File: config.mk
export PLATFORM = sky130hd
export DESIGN_NAME = kr_keycombo_rst
export DESIGN_NICKNAME = d
export VERILOG_FILES = /design/src/rtl/kr_pkg.sv /design/src/rtl/kr_pin_filter.sv /design/src/rtl/kr_combo_match.sv /design/src/rtl/kr_keycombo_rst.sv
export SDC_FILE = /design/constraint.sdc
export NUM_CORES = 1
export LEC_CHECK = 0
export ABC_AREA = 0
export BUFFER_PORTS_ARGS = -buffer_cell sky130_fd_sc_hd__buf_2
export CAP_MARGIN = 20
export CORE_ASPECT_RATIO = 1.2
export CORE_MARGIN = 4
export CORE_UTILIZATION = 45
export CTS_CLUSTER_DIAMETER = 100
export DETAILED_ROUTE_END_ITERATION = 12
export HOLD_SLACK_MARGIN = 0.06
export PLACE_DENSITY = 0.69
export RECOVER_POWER = 50
export SLEW_MARGIN = 20
export SYNTH_ARGS = -nofsm -noshare
export SYNTH_HDL_FRONTEND = slang
export SYNTH_SLANG_ARGS = --single-unit
File: constraint.sdc
create_clock -name clk -period 1.8 [get_ports clk]
set_clock_uncertainty 0.2 [all_clocks]
set_input_delay 0.36 -clock clk [delete_from_list [all_inputs] [get_ports clk]]
set_output_delay 0.36 -clock clk [all_outputs]
set_load 0.005 [all_outputs]
File: src/rtl/kr_pkg.sv
package kr_pkg;

  typedef enum logic [1:0] {
    KC_OFF  = 2'd0,
    KC_PAIR = 2'd1,
    KC_TRIO = 2'd2,
    KC_QUAD = 2'd3
  } combo_e;

  // Number of low-index pins taking part in a combination.
  function automatic int unsigned combo_span(input logic [1:0] sel);
    case (combo_e'(sel))
      KC_PAIR: combo_span = 2;
      KC_TRIO: combo_span = 3;
      KC_QUAD: combo_span = 4;
      default: combo_span = 0;
    endcase
  endfunction

endpackage

File: src/rtl/kr_pin_filter.sv
module kr_pin_filter #(
  parameter int FILT_LEN = 8
) (
  input  logic clk,
  input  logic rst,
  input  logic raw_i,
  input  logic en_i,
  output logic level_o
);

  localparam int CW = (FILT_LEN > 2) ? $clog2(FILT_LEN) : 1;
  localparam logic [CW-1:0] LAST = CW'(FILT_LEN - 1);

  logic          level_q;
  logic [CW-1:0] run_q;
  logic          armed_q;

  always_ff @(posedge clk) begin
    if (rst) begin
      level_q <= 1'b1;
      run_q   <= '0;
    end else if (!en_i) begin
      level_q <= raw_i;
      run_q   <= '0;
    end else if (raw_i == level_q) begin
      run_q   <= '0;
    end else if (run_q == LAST) begin
      level_q <= raw_i;
      run_q   <= '0;
    end else begin
      run_q   <= run_q + 1'b1;
    end
  end

  always_ff @(posedge clk) begin
    if (rst) armed_q <= 1'b0;
    else     armed_q <= 1'b1;
  end

  assign level_o = level_q;

  AST_BYPASS_FOLLOWS: assert property (@(posedge clk) disable iff (rst || !armed_q)
    !$past(en_i) |-> level_o == $past(raw_i));

  AST_FILTER_MOVES_TO_INPUT: assert property (@(posedge clk) disable iff (rst || !armed_q)
    (en_i && $past(en_i) && level_o != $past(level_o)) |-> level_o == $past(raw_i));

  initial begin
    assert (FILT_LEN >= 2);
  end

endmodule

File: src/rtl/kr_combo_match.sv
module kr_combo_match
  import kr_pkg::*;
#(
  parameter int NPINS = 4
) (
  input  logic             clk,
  input  logic             rst,
  input  logic [NPINS-1:0] level_i,
  input  logic [1:0]       sel_i,
  output logic             req_o
);

  logic [NPINS-1:0] sel_mask;
  logic             all_low;
  logic             req_q;

  always_comb begin
    sel_mask = '0;
    for (int i = 0; i < NPINS; i++) begin
      sel_mask[i] = (i < int'(combo_span(sel_i)));
    end
  end

  assign all_low = (sel_mask != '0) && ((level_i & sel_mask) == '0);

  always_ff @(posedge clk) begin
    if (rst) req_q <= 1'b0;
    else     req_q <= all_low;
  end

  assign req_o = req_q;

  initial begin
    assert (NPINS >= 4);
  end

endmodule

File: src/rtl/kr_keycombo_rst.sv
module kr_keycombo_rst
  import kr_pkg::*;
#(
  parameter int NPINS    = 4,
  parameter int FILT_LEN = 8
) (
  input  logic             clk,
  input  logic             rst,
  input  logic [NPINS-1:0] pin_i,
  input  logic [NPINS-1:0] filt_en_i,
  input  logic [1:0]       combo_sel_i,
  output logic [NPINS-1:0] pin_level_o,
  output logic             rst_req_o
);

  logic [NPINS-1:0] level_w;

  for (genvar g = 0; g < NPINS; g++) begin : g_pin
    kr_pin_filter #(.FILT_LEN(FILT_LEN)) u_filt (
      .clk     (clk),
      .rst     (rst),
      .raw_i   (pin_i[g]),
      .en_i    (filt_en_i[g]),
      .level_o (level_w[g])
    );
  end

  kr_combo_match #(.NPINS(NPINS)) u_match (
    .clk     (clk),
    .rst     (rst),
    .level_i (level_w),
    .sel_i   (combo_sel_i),
    .req_o   (rst_req_o)
  );

  assign pin_level_o = level_w;

  // Checking aids: selection mask seen at the ports.
  logic [NPINS-1:0] chk_mask;
  logic             armed_q;

  always_comb begin
    chk_mask = '0;
    for (int i = 0; i < NPINS; i++) chk_mask[i] = (i < int'(combo_span(combo_sel_i)));
  end

  always_ff @(posedge clk) begin
    if (rst) armed_q <= 1'b0;
    else     armed_q <= 1'b1;
  end

  AST_OFF_SILENT: assert property (@(posedge clk) disable iff (rst || !armed_q)
    ($past(combo_sel_i) == 2'd0) |-> !rst_req_o);

  AST_REQ_NEEDS_ALL_LOW: assert property (@(posedge clk) disable iff (rst || !armed_q)
    rst_req_o |-> (($past(pin_level_o) & $past(chk_mask)) == '0));

  AST_REQ_HOLDS: assert property (@(posedge clk) disable iff (rst || !armed_q)
    ($past(combo_sel_i) != 2'd0 && (($past(pin_level_o) & $past(chk_mask)) == '0)) |-> rst_req_o);

  AST_RESET_IDLE: assert property (@(posedge clk)
    $past(rst) |-> (!rst_req_o && pin_level_o == '1));

endmodule

== Yosys cells after proc, flatten, opt, wreduce, memory -nomap -nowiden ==
Cells that the tools add are included.
Operators by class
  shift-type cells: 0
  mux-type cells: 13
  add/subtract/negate cells: 4
  magnitude comparators: 4
  multipliers: 0
  eq/ne operators: 19
  reduce and logical (&&, ||, !) cells: 11
  div/mod/pow operators: 0
  bitwise operators: 5
Operator list (count)
  1-bit by 32-bit < comparator with 1-bit output (first input constant): 1
  4-bit OR reduction: 4
  3-bit by 1-bit adder with 3-bit output (second input constant): 4
  3-bit equality test (second input constant): 4
  1-bit 2-to-1 mux: 12
  3-bit case mux with 3 select lines: 1
  2-bit by 1-bit != test with 1-bit output (second input constant): 4
  2-bit != test (second input constant): 4
  2-bit AND reduction: 4
  2-bit by 3-bit < comparator with 1-bit output (first input constant): 2
  4-bit AND: 1
  1-bit equality test: 4
  2-bit equality test (second input constant): 2
  4-bit zero test: 1
  1-bit inverter: 4
  4-bit nonzero test: 1
  1-bit by 3-bit < comparator with 1-bit output (first input constant): 1
  2-bit by 1-bit equality test with 1-bit output (second input constant): 1
  1-bit logical AND: 1
Word-level totals
  output and inout port bits: 5
  RAM bits: 0
  input port bits: 12
  register bits after elaboration: 17
  latch bits: 0
  memories: 0
  logic and storage cells: 65
  memory bits (read-only): 0

== Depth between registers and ports, before layout ==
Gate-level depths: netlist of the first run.
  word-level depth: 6
  depth in mapped cells: 5
  depth with buffers taken out: 5

== Hierarchy ==
A second synthesis of the first run with hierarchy kept.
Unflattened totals
  cell total of the unflattened synthesis: 60
  area, all modules: 693.2 µm²
By module, submodules not included
  kr_pin_filter: times used 4, seq. area each 80.1 µm², area each 161.4 µm², cells each 14
  kr_combo_match: times used 1, seq. area each 20.0 µm², area each 47.5 µm², cells each 4

== Worst setup path before layout of the first run ==
No wires, ideal clock.
  kind: reg2reg
  start point: reg g_pin[0].u_filt.run_q[0]
  end point: reg g_pin[0].u_filt.run_q[1]
  slack: 0.463 ns
  data required time: 1.541 ns
  clock period less this slack: 1.337 ns
  data arrival time: 1.078 ns
  buffers on the path: 0
  setup time: 0.059 ns
  cell stages (with the launch flop): 6
  cells stage by stage: dfxtp_1 > ha_1 > ha_1 > nand2b_1 > nor3_1 > and2_1
Between the ends
  word-level cells in the longest chain between the ends: 2
  elaborated cells on any way between the ends: 3
  those cells by class: 1 x add/sub; 1 x eq/ne; 1 x reduce/logical
RTL lines
  start, declared: line kr_pin_filter.sv:15  | logic [CW-1:0] run_q;
  start signal, assigned: line kr_pin_filter.sv:31  | run_q <= run_q + 1'b1;
  branches (longest 2 deep; another with 3-bit by 1-bit adder with 3-bit output)
Several ways; the timed one is not identified.
A chain may end at the register's enable or synchronous reset.

== Worst setup path in the final report of the first run ==
Ends and elaborated chain as after synthesis.

==> results.yml, run 1 <==
run_status:
  status: "finished, final reports clean"
grt:
  grt_antenna_before_repair: 0
  grt_usage_pct: 9.97
  grt_first_pass_wirelength_um: 1660
  grt_start_max_net_pins: 14
  overflow: 0
  grt_pass1_vias: 414
synthesis:
  postSynthAreaPerCell_um2: 11.0
  synth_top_family_by_area: "simple AND/OR/NAND/NOR gates"
  ys_types: 11
  muxShareOfSynthArea_pct: 6.98
  synth_fp_nets: 85
  synth_area_um2: 717
  synth-seq-area-share_pct: 47.5
  synth-seq-cells: 17
  yosys.area_share.simple_pct: 21.1
  synthXorXnorAreaFrac_pct: 4.89
  synthCells: 65
  synth-compound-area-share_pct: 0.698
  ys.warnings.count: 0
  synth-adder-area-share_pct: 14.0
sta:
  slew_viol_final: 0
  finalSetupTns_ns: 0
  setup_viol_count_final: 0
  post-route-period-util_pct: 81.1
  hold_viol_final: 0
  fin_ws_ns: 0.340
  holdWs_ns: 0.121
  clock.fmax_ghz: 0.685
  slew_headroom_pct: 85.1
  finalCriticalPeriod_ns: 1.46
  rsz0062_at_grt: "no"
  tightest_slew_ns: 0.221
finish:
  final_common_cell: "dfxtp_1"
  final_cells: 97
  areaGrowthSynthToFinish_pct: 12.9
  drive_above_1_share_pct: 23.8
  finalNetCount: 101
  design_area_um2: 810
  final_cell_mix: "17 x dfxtp_1, 16 x buf_2, 8 x nand2b_1, 8 x and2_1, 8 x ha_1"
  diodes: 0
die:
  row_count: 15
  start_util_pct: 49.0
  die_area_um2: 2300
  die_y_um: 51.7
  core_um2: 1460
  num_io_pins: 17
  die_w_um: 44.4
cts:
  cts_max_level: 1
  cts_buffer_depth: 2
  cts_tree: "done"
  cts_sinks: 17
  cts.hold.buffers_added: 0
  cts_resized: 0
  cts_setup_buffers: 0
  numCtsBuffers: 3
  clock_latency_ns: 0.28
  clockRootBuffer: "clkbuf_4"
  clk_pin_slew_ns: 0.09
hold_path:
  min_delay_path_depth: 3
  min_path_type: "in2reg"
  hold_path_end: "g_pin[1].u_filt.level_o"
  min_from: "pin_i[1]"
placement:
  io_buffers: 16
  dp_cells: 93
  dpl.hpwl_um: 816
  gp_congestion: 0.695
  dpl-instance-area_um2: 783
  place_ws_ns: 0.344
power:
  powerDensity_nw_per_um2: 808
  peakVddDrop_mv: 0.459
  p_leak_nw: 0.396
routing:
  num_vias: 474
  avgViaCountPerCell: 4.89
  dr.pass1.iters: 2
  antenna_left: 0
  drt-total-wl_um: 1000
  wl_per_cell_um: 10.3
  drt_iter0_drc: 4
  drc_errors: 0
setup_path:
  worstSetupStartpointType: "flop"
  critPathKind: "reg2reg"
  arrival_ns: 1.49
  rrSetupSlack_ns: 0.34
  rr_endpoint: "g_pin[0].u_filt.run_q[1]"
  rr_startpoint: "g_pin[0].u_filt.run_q[0]"
  worstSetupEndpointType: "flop"
  worstPathMaxFanout: 3
  required_ns: 1.83
  reg2regPathDepth: 5
job:
  cap_violations: 0
area by class of cell:
cell class	count	area, um2
fillers	131	654
multi-input cells	43	342
flip-flops and latches	17	340
repair buffers	16	80.1
clock buffers	4	26.3
well taps	17	21.3
flip-flops by register name (all words and copies together), names as in the netlist:
signal,count
g_pin.u_filt.level_o,4
g_pin.u_filt.run_q,12
u_match.req_o,1
worst max-delay path, stage by stage (launching register included):
cell      delay (ns)
dfxtp_1         0.32
ha_1            0.19
ha_1            0.17
nand2b_1        0.19
nor3_1          0.19
and2_1          0.15
how the worst max path moves through the flow:
stage / to / depth (start not counted) / from
6_report: g_pin[0].u_filt.run_q[1] / 5 / g_pin[0].u_filt.run_q[0]
5_1_grt: g_pin[0].u_filt.run_q[1] / 5 / g_pin[0].u_filt.run_q[0]
4_1_cts: g_pin[0].u_filt.run_q[1] / 5 / g_pin[0].u_filt.run_q[0]
3_5_place_dp: g_pin[0].u_filt.run_q[2] / 5 / g_pin[0].u_filt.run_q[0]
3_3_place_gp: g_pin[1].u_filt.run_q[1] / 5 / g_pin[1].u_filt.run_q[0]
2_1_floorplan: g_pin[0].u_filt.run_q[1] / 5 / g_pin[0].u_filt.run_q[0]
synthesized netlist by cell type:
library cell	number	area, um2
buf_4	4	30.0
dfxtp_1	17	340
mux2i_1	5	50.1
nand2b_1	8	50.1
and2_1	8	50.1
buf_2	1	5.00
ha_1	8	100
xnor2_1	4	35.0
nor3_1	4	20.0
a21oi_1	1	5.00
nor4_1	5	31.3
per-stage QoR:
step	util, %	total power, mW
2_1_floorplan	-	0.448
3_3_place_gp	53.5	0.467
3_5_place_dp	53.5	0.468
4_1_cts	55.3	0.667
5_1_grt	55.3	0.695
6_report	55.3	0.654
where the power goes:
group	total, mW	internal [mW]	switching (mW)	leakage [nW]
Combinational	0.0607	0.0323	0.0284	0.243
Clock	0.196	0.0860	0.110	0.0150
Sequential	0.397	0.388	0.00921	0.139
per-layer routing:
| layer | global-route usage [%] | part of all wire (%) |
|---|---|---|
| met1 | 13.0 | 46 |
| met2 | 13.8 | 43 |
| met3 | 2.42 | 8.8 |
| met4 | 7.54 | 2.1 |
| met5 | 0 | 0 |
cell families after synthesis:
family | after synthesis
buf+inv | 5
flops | 17
compound gates | 1
simple gates | 25
xor+xnor | 4
mux | 5
fa+ha+maj | 8
Note: power is estimated with default switching activity, not from simulation.
==> inputs of run 2 (changes only) <==
==> constraint.sdc (replaced) <==
create_clock -name clk -period 1.4 [get_ports clk]
set_clock_uncertainty 0.2 [all_clocks]
set_input_delay 0.28 -clock clk [delete_from_list [all_inputs] [get_ports clk]]
set_output_delay 0.28 -clock clk [all_outputs]
set_load 0.005 [all_outputs]
==> run 2 against run 1 <==
Effect of this change:
- the run now ends with setup timing left
- power increased by 37%
- utilization increased by 15 points
- non-clock buffer count increased by 6
- critical endpoint is now g_pin[1].u_filt.run_q[1]
- highest routed layer unchanged
==> results.yml, run 2 (synthesis results as in run 1) <==
grt:
  grt_first_pass_wirelength_um: 1850
  overflow: 0
  grt_start_max_net_pins: 14
  grt_pass1_vias: 451
  grt_antenna_before_repair: 0
  grt_usage_pct: 11.0
sta:
  hold_viol_final: 0
  rsz0062_at_grt: "yes"
  slew_headroom_pct: 76.6
  fin_ws_ns: -0.00277
  slew_viol_final: 0
  holdWs_ns: 0.0718
  setup_viol_count_final: 1
  finalSetupTns_ns: -0.00277
  finalCriticalPeriod_ns: 1.40
  post-route-period-util_pct: 100
  clock.fmax_ghz: 0.713
  tightest_slew_ns: 0.348
setup_path:
  worstSetupStartpointType: "input pin"
  worstSetupEndpointType: "flop"
  worstPathCellList: "dlygate4sd3_1 > buf_2 > xnor2_2 > nor3_4 > and2_1"
  path_delay_family: "buffers and inverters"
  critPathKind: "in2reg"
  required_ns: 1.39
  rr_startpoint: "g_pin[3].u_filt.run_q[0]"
  crit_start: "pin_i[1]"
  arrival_ns: 1.39
  cpPeakStageDelay_ns: 0.53
  reg2regPathDepth: 5
  critPathSlowestCell: "dlygate4sd3_1"
  cp.depth: 5
  worstPathMaxFanout: 2
  crit_buf_inv: 2
cts:
  cts_sinks: 17
  cts_setup_buffers: 0
  clk_pin_slew_ns: 0.09
  numCtsBuffers: 3
  cts_tree: "done"
  cts_buffer_depth: 2
  clockRootBuffer: "clkbuf_4"
  clock_latency_ns: 0.28
  cts_max_level: 1
routing:
  antenna_left: 0
  drt_iter0_drc: 0
  drt-total-wl_um: 1220
  drc_errors: 0
  wl_per_cell_um: 11.8
  avgViaCountPerCell: 5.05
  num_vias: 520
  dr.pass1.iters: 1
finish:
  seq_area_um2: 347
  multi_input_area_um2: 502
  drive_above_1_share_pct: 48.8
  finalNetCount: 107
  largest_register_ffs: 12
  top_register: "g_pin.u_filt.run_q"
  fin_util_pct: 70.8
  final_cell_mix: "16 x buf_2, 12 x dfxtp_1, 7 x and2_1, 6 x dlygate4sd3_1"
  diodes: 0
  fillers: 106
  final_common_cell: "buf_2"
  design_area_um2: 1040
  final_cells: 103
  areaGrowthSynthToFinish_pct: 44.5
hold_path:
  min_from: "filt_en_i[0]"
  min_delay_path_depth: 3
  min_path_type: "in2reg"
placement:
  dpl.hpwl_um: 816
  place_ws_ns: -0.0555
  dpl-instance-area_um2: 783
  io_buffers: 16
  dp_cells: 93
  gp_congestion: 0.695
run_status:
  violations: "setup timing"
  status: "finished, violations left"
die:
  die_area_um2: 2300
  row_count: 15
  num_io_pins: 17
  die_y_um: 51.7
  core_um2: 1460
  die_w_um: 44.4
  start_util_pct: 49.0
job:
  cap_violations: 0
power:
  p_total_mw: 0.899
  p_leak_nw: 0.435
  powerDensity_nw_per_um2: 867
  peakVddDrop_mv: 0.632
==> run 2: cell types whose count changed in the layout (fill, tap and decap cells not counted), sizes merged <==
cell,change
dlygate4sd3,+6
==> run 2: repair_timing <==
| action | 4_1_cts | 5_1_grt |
|---|---|---|
| pin swaps | 0 | 8 |
| gates resized for setup | 8 | 24 |
| hold endpoints to repair | 6 | 0 |
| endpoints found under the setup margin | 12 | 13 |
| hold buffers | 6 | 0 |
==> run 2: final timing paths <==
check / endpoint / slack (ns)
worst max-delay path: g_pin[1].u_filt.run_q[1] / -0.003
worst min-delay path: g_pin[0].u_filt.run_q[0] / 0.07
worst max register to register: g_pin[3].u_filt.run_q[1] / 0.04
worst min register to register: g_pin[1].u_filt.run_q[0] / 0.21
==> run 2: layout make-up <==
class                      count  area share (%)
clock buffer                   4            2.54
multi-input combinational     43            48.4
sequential                    17            33.5
tap                           17            2.05
timing repair buffer          22            13.5
==> run 2: tightest hold or removal path, stage by stage <==
cell and delay, ns:
buf_2 0.11, nand2b_4 0.09, nor4_1 0.05
==> run 2: routing by layer <==
metal  GRT usage [%]  vias up  part of all wire [%]
li1                -      261                     -
met1            13.9      237                    42
met2            16.7       17                    49
met3            2.08        5                   6.4
met4            7.54        0                   2.5
met5               0        -                     0
==> run 2: where the power goes <==
part / switching [mW] / internal, mW / leakage [nW]
Combinational: 0.0577 / 0.0668 / 0.279
Clock: 0.147 / 0.111 / 0.0150
Sequential: 0.0159 / 0.500 / 0.141
==> inputs of run 3 (changes only) <==
--- a/config.mk
+++ b/config.mk
@@ -6,17 +6,17 @@
 export NUM_CORES = 1
 export LEC_CHECK = 0
 export ABC_AREA = 0
-export BUFFER_PORTS_ARGS = -buffer_cell sky130_fd_sc_hd__buf_2
 export CAP_MARGIN = 20
-export CORE_ASPECT_RATIO = 1.2
 export CORE_MARGIN = 4
 export CORE_UTILIZATION = 45
 export CTS_CLUSTER_DIAMETER = 100
+export CTS_CLUSTER_SIZE = 30
 export DETAILED_ROUTE_END_ITERATION = 12
+export DONT_BUFFER_PORTS = 1
 export HOLD_SLACK_MARGIN = 0.06
-export PLACE_DENSITY = 0.69
 export RECOVER_POWER = 50
 export SLEW_MARGIN = 20
 export SYNTH_ARGS = -nofsm -noshare
 export SYNTH_HDL_FRONTEND = slang
+export SYNTH_HIERARCHICAL = 1
 export SYNTH_SLANG_ARGS = --single-unit
==> run 3 against run 2 <==
Effect of this change:
- the flow finishes with violations (hold timing)
- critical path depth is 1 lower
- power is 3.3% lower
- sequential share of layout area grew 3.7 points
- die area shrank 2.9%
- sequential cell count is the same
- maximum frequency rose by 3.9%
- combinational power is 31% lower
- synthesized cell count fell by 7.7%
- critical path type is now reg2reg
==> results.yml, run 3 <==
finish:
  multi_input_area_um2: 495
  final_cells: 83
  top_register: "g_pin.u_filt/run_q"
  diodes: 0
  final_cell_mix: "13 x dfxtp_1, 8 x nor2_1, 6 x nor4b_2, 5 x mux2i_1"
  fin_util_pct: 67.1
  fillers: 100
  largest_register_ffs: 12
  areaGrowthSynthToFinish_pct: 33.9
  drive_above_1_share_pct: 42.6
  seq_area_um2: 345
  final_common_cell: "dfxtp_1"
  finalNetCount: 89
sta:
  post-route-period-util_pct: 96.5
  hold_viol_final: 17
  holdWs_ns: -0.164
  slew_headroom_pct: 66.6
  setup_viol_count_final: 0
  finalCriticalPeriod_ns: 1.35
  tightest_slew_ns: 0.498
  slew_viol_final: 0
  clock.fmax_ghz: 0.741
synthesis:
  synth_area_um2: 693
  postSynthAreaPerCell_um2: 11.6
  ys.warnings.count: 6
  synth_top_cell_area_share_pct: 49.1
  synth_edf_count: 0
  synthTopCellsByCount: "17 x dfxtp_1, 8 x ha_1, 8 x nor2_1, 8 x nor4b_1, 5 x mux2i_1"
  ys_types: 10
  synth_fp_nets: 80
  yosysMostFrequentCell: "dfxtp_1"
  async_flop_share_pct: 0
  synthCells: 60
  synthTopCellsByArea: "dfxtp_1 49%, ha_1 14%, nor4b_1 10%, mux2i_1 7.2%, xnor2_1 5.1%"
  synth-seq-area-share_pct: 49.1
  synth-seq-cells: 17
  synth_ff_type: "dfxtp_1"
  synth_area_leader_cell: "dfxtp_1"
power:
  share_seq_of_total_power_pct: 59.6
  clkPwrFrac_pct: 30.5
  swShare_pct: 25.0
  power.switching_mw: 0.217
  peakVddDrop_mv: 0.964
  p_leak_nw: 0.342
  powerDensity_nw_per_um2: 936
  combPwrFrac_pct: 9.9
  p_int_mw: 0.652
routing:
  dr.pass1.iters: 2
  drt_iter0_drc: 5
  drt-total-wl_um: 1210
  avgViaCountPerCell: 5.64
  antenna_left: 0
  num_vias: 468
  wl_per_cell_um: 14.6
  drc_errors: 0
die:
  num_io_pins: 17
  die_y_um: 47.2
  die_w_um: 47.2
  die_area_um2: 2230
  core_um2: 1380
  start_util_pct: 50.1
  row_count: 13
grt:
  overflow: 0
  grt_usage_pct: 13.2
  grt_first_pass_wirelength_um: 1990
  grt_start_max_net_pins: 22
  grt_util_met1_pct: 15.6
  met2_usage_pct: 20.9
  met3_usage_pct: 6.13
  top_usage_layer: "met2"
  grt_pass1_vias: 442
  grt_antenna_before_repair: 0
setup_path:
  worstSetupEndpointType: "flop"
  worstPathMaxFanout: 4
  rrSetupSlack_ns: 0.05
  critPathKind: "reg2reg"
  worstSetupStartpointType: "flop"
  required_ns: 1.40
  arrival_ns: 1.35
placement:
  gp_congestion: 0.658
  dpl.hpwl_um: 784
  io_buffers: 0
  dp_cells: 75
job:
  cap_violations: 0
cts:
  clk_pin_slew_ns: 0.11
  cts_tree: "done"
  cts_sinks: 17
  clockRootBuffer: "clkbuf_4"
  cts_max_level: 1
  cts_buffer_depth: 2
  clock_latency_ns: 0.29
  numCtsBuffers: 3
run_status:
  status: "finished, violations left"
  violations: "hold timing"
hold_path:
  min_path_type: "in2reg"
## run 3: cell count changes after synthesis, moves of 4 or more
cell	previous run	this run
nor3_1	4	0
buf_4	4	0
and2_1	8	0
nor2_1	0	8
nand2b_1	8	4
nor4b_1	0	8
## run 3: final cells by class
class,instances,share of cell area (%)
repair buffers,4,4.45
multi-input cells,43,53.4
well taps,15,2.02
clock buffers,3,2.43
flip-flops and latches,17,37.2
clock inverters,1,0.539
## run 3: path summary, 6_finish.rpt
| path | depth (start not counted) | endpoint | from |
|---|---|---|---|
| min | 1 | g_pin[3].u_filt/run_q[0] | rst |
| max | 4 | g_pin[0].u_filt/run_q[0] | g_pin[0].u_filt/run_q[0] |
| max reg2reg | 4 | g_pin[0].u_filt/run_q[0] | g_pin[0].u_filt/run_q[0] |
| min reg2reg | 1 | g_pin[3].u_filt/run_q[0] | g_pin[3].u_filt/run_q[0] |
## run 3: cells by family (layout without fill, tap and decap cells)
group                    count (synthesis)  count (layout)  synth area share [%]
buffers and inverters                    0               8                     0
adder cells (fa/ha/maj)                  8               8                  14.4
AO/OA/AOI/OAI                            1               1                 0.721
XOR/XNOR                                 4               4                  5.05
multiplexers                             5               5                  7.22
AND/OR/NAND/NOR                         25              25                  23.5
flip-flops                              17              17                  49.1
## run 3: metrics by stage
step / cell area [um2] / setup slack, ns / total power, mW / setup TNS (ns)
finish: 928 / 0.0497 / 0.869 / 0
global route: 928 / -0.0217 / 0.927 / -0.0328
CTS: 818 / 0.0117 / 0.861 / 0
detailed placement: 712 / -0.0216 / 0.579 / -0.108
global placement: 712 / -0.00547 / 0.578 / -0.00547
floorplan: 693 / 0.0772 / 0.568 / 0
## run 3: power groups by stage
stage                     registers [mW]  clock network (mW)  logic (mW)
final                              0.518               0.265      0.0860
after global routing               0.522               0.311      0.0945
after detailed placement           0.526                   0      0.0535
after floorplan                    0.522                   0      0.0454
after global placement             0.526                   0      0.0527
after CTS                          0.516               0.278      0.0677
## run 3: repair_timing
action,CTS,global route
resized for setup,13,17
endpoints found under the hold margin,17,17
setup buffers,1,0
hold buffers,1,2
endpoints found under the setup margin,11,8
pin swaps,2,3
## run 3: worst max-delay path, cell delays in order (launching register included)
cell and delay, ns:
dfxtp_2 0.34, ha_1 0.19, ha_1 0.17, nand2b_4 0.16, nor4_2 0.20
## run 3: routing by layer
layer	share of wire (%)	routed length, um	vias up
li1	-	-	241
met5	0	0	-
met1	40	488	216
met4	0.99	12	0
met3	4.9	59	2
met2	54	650	9
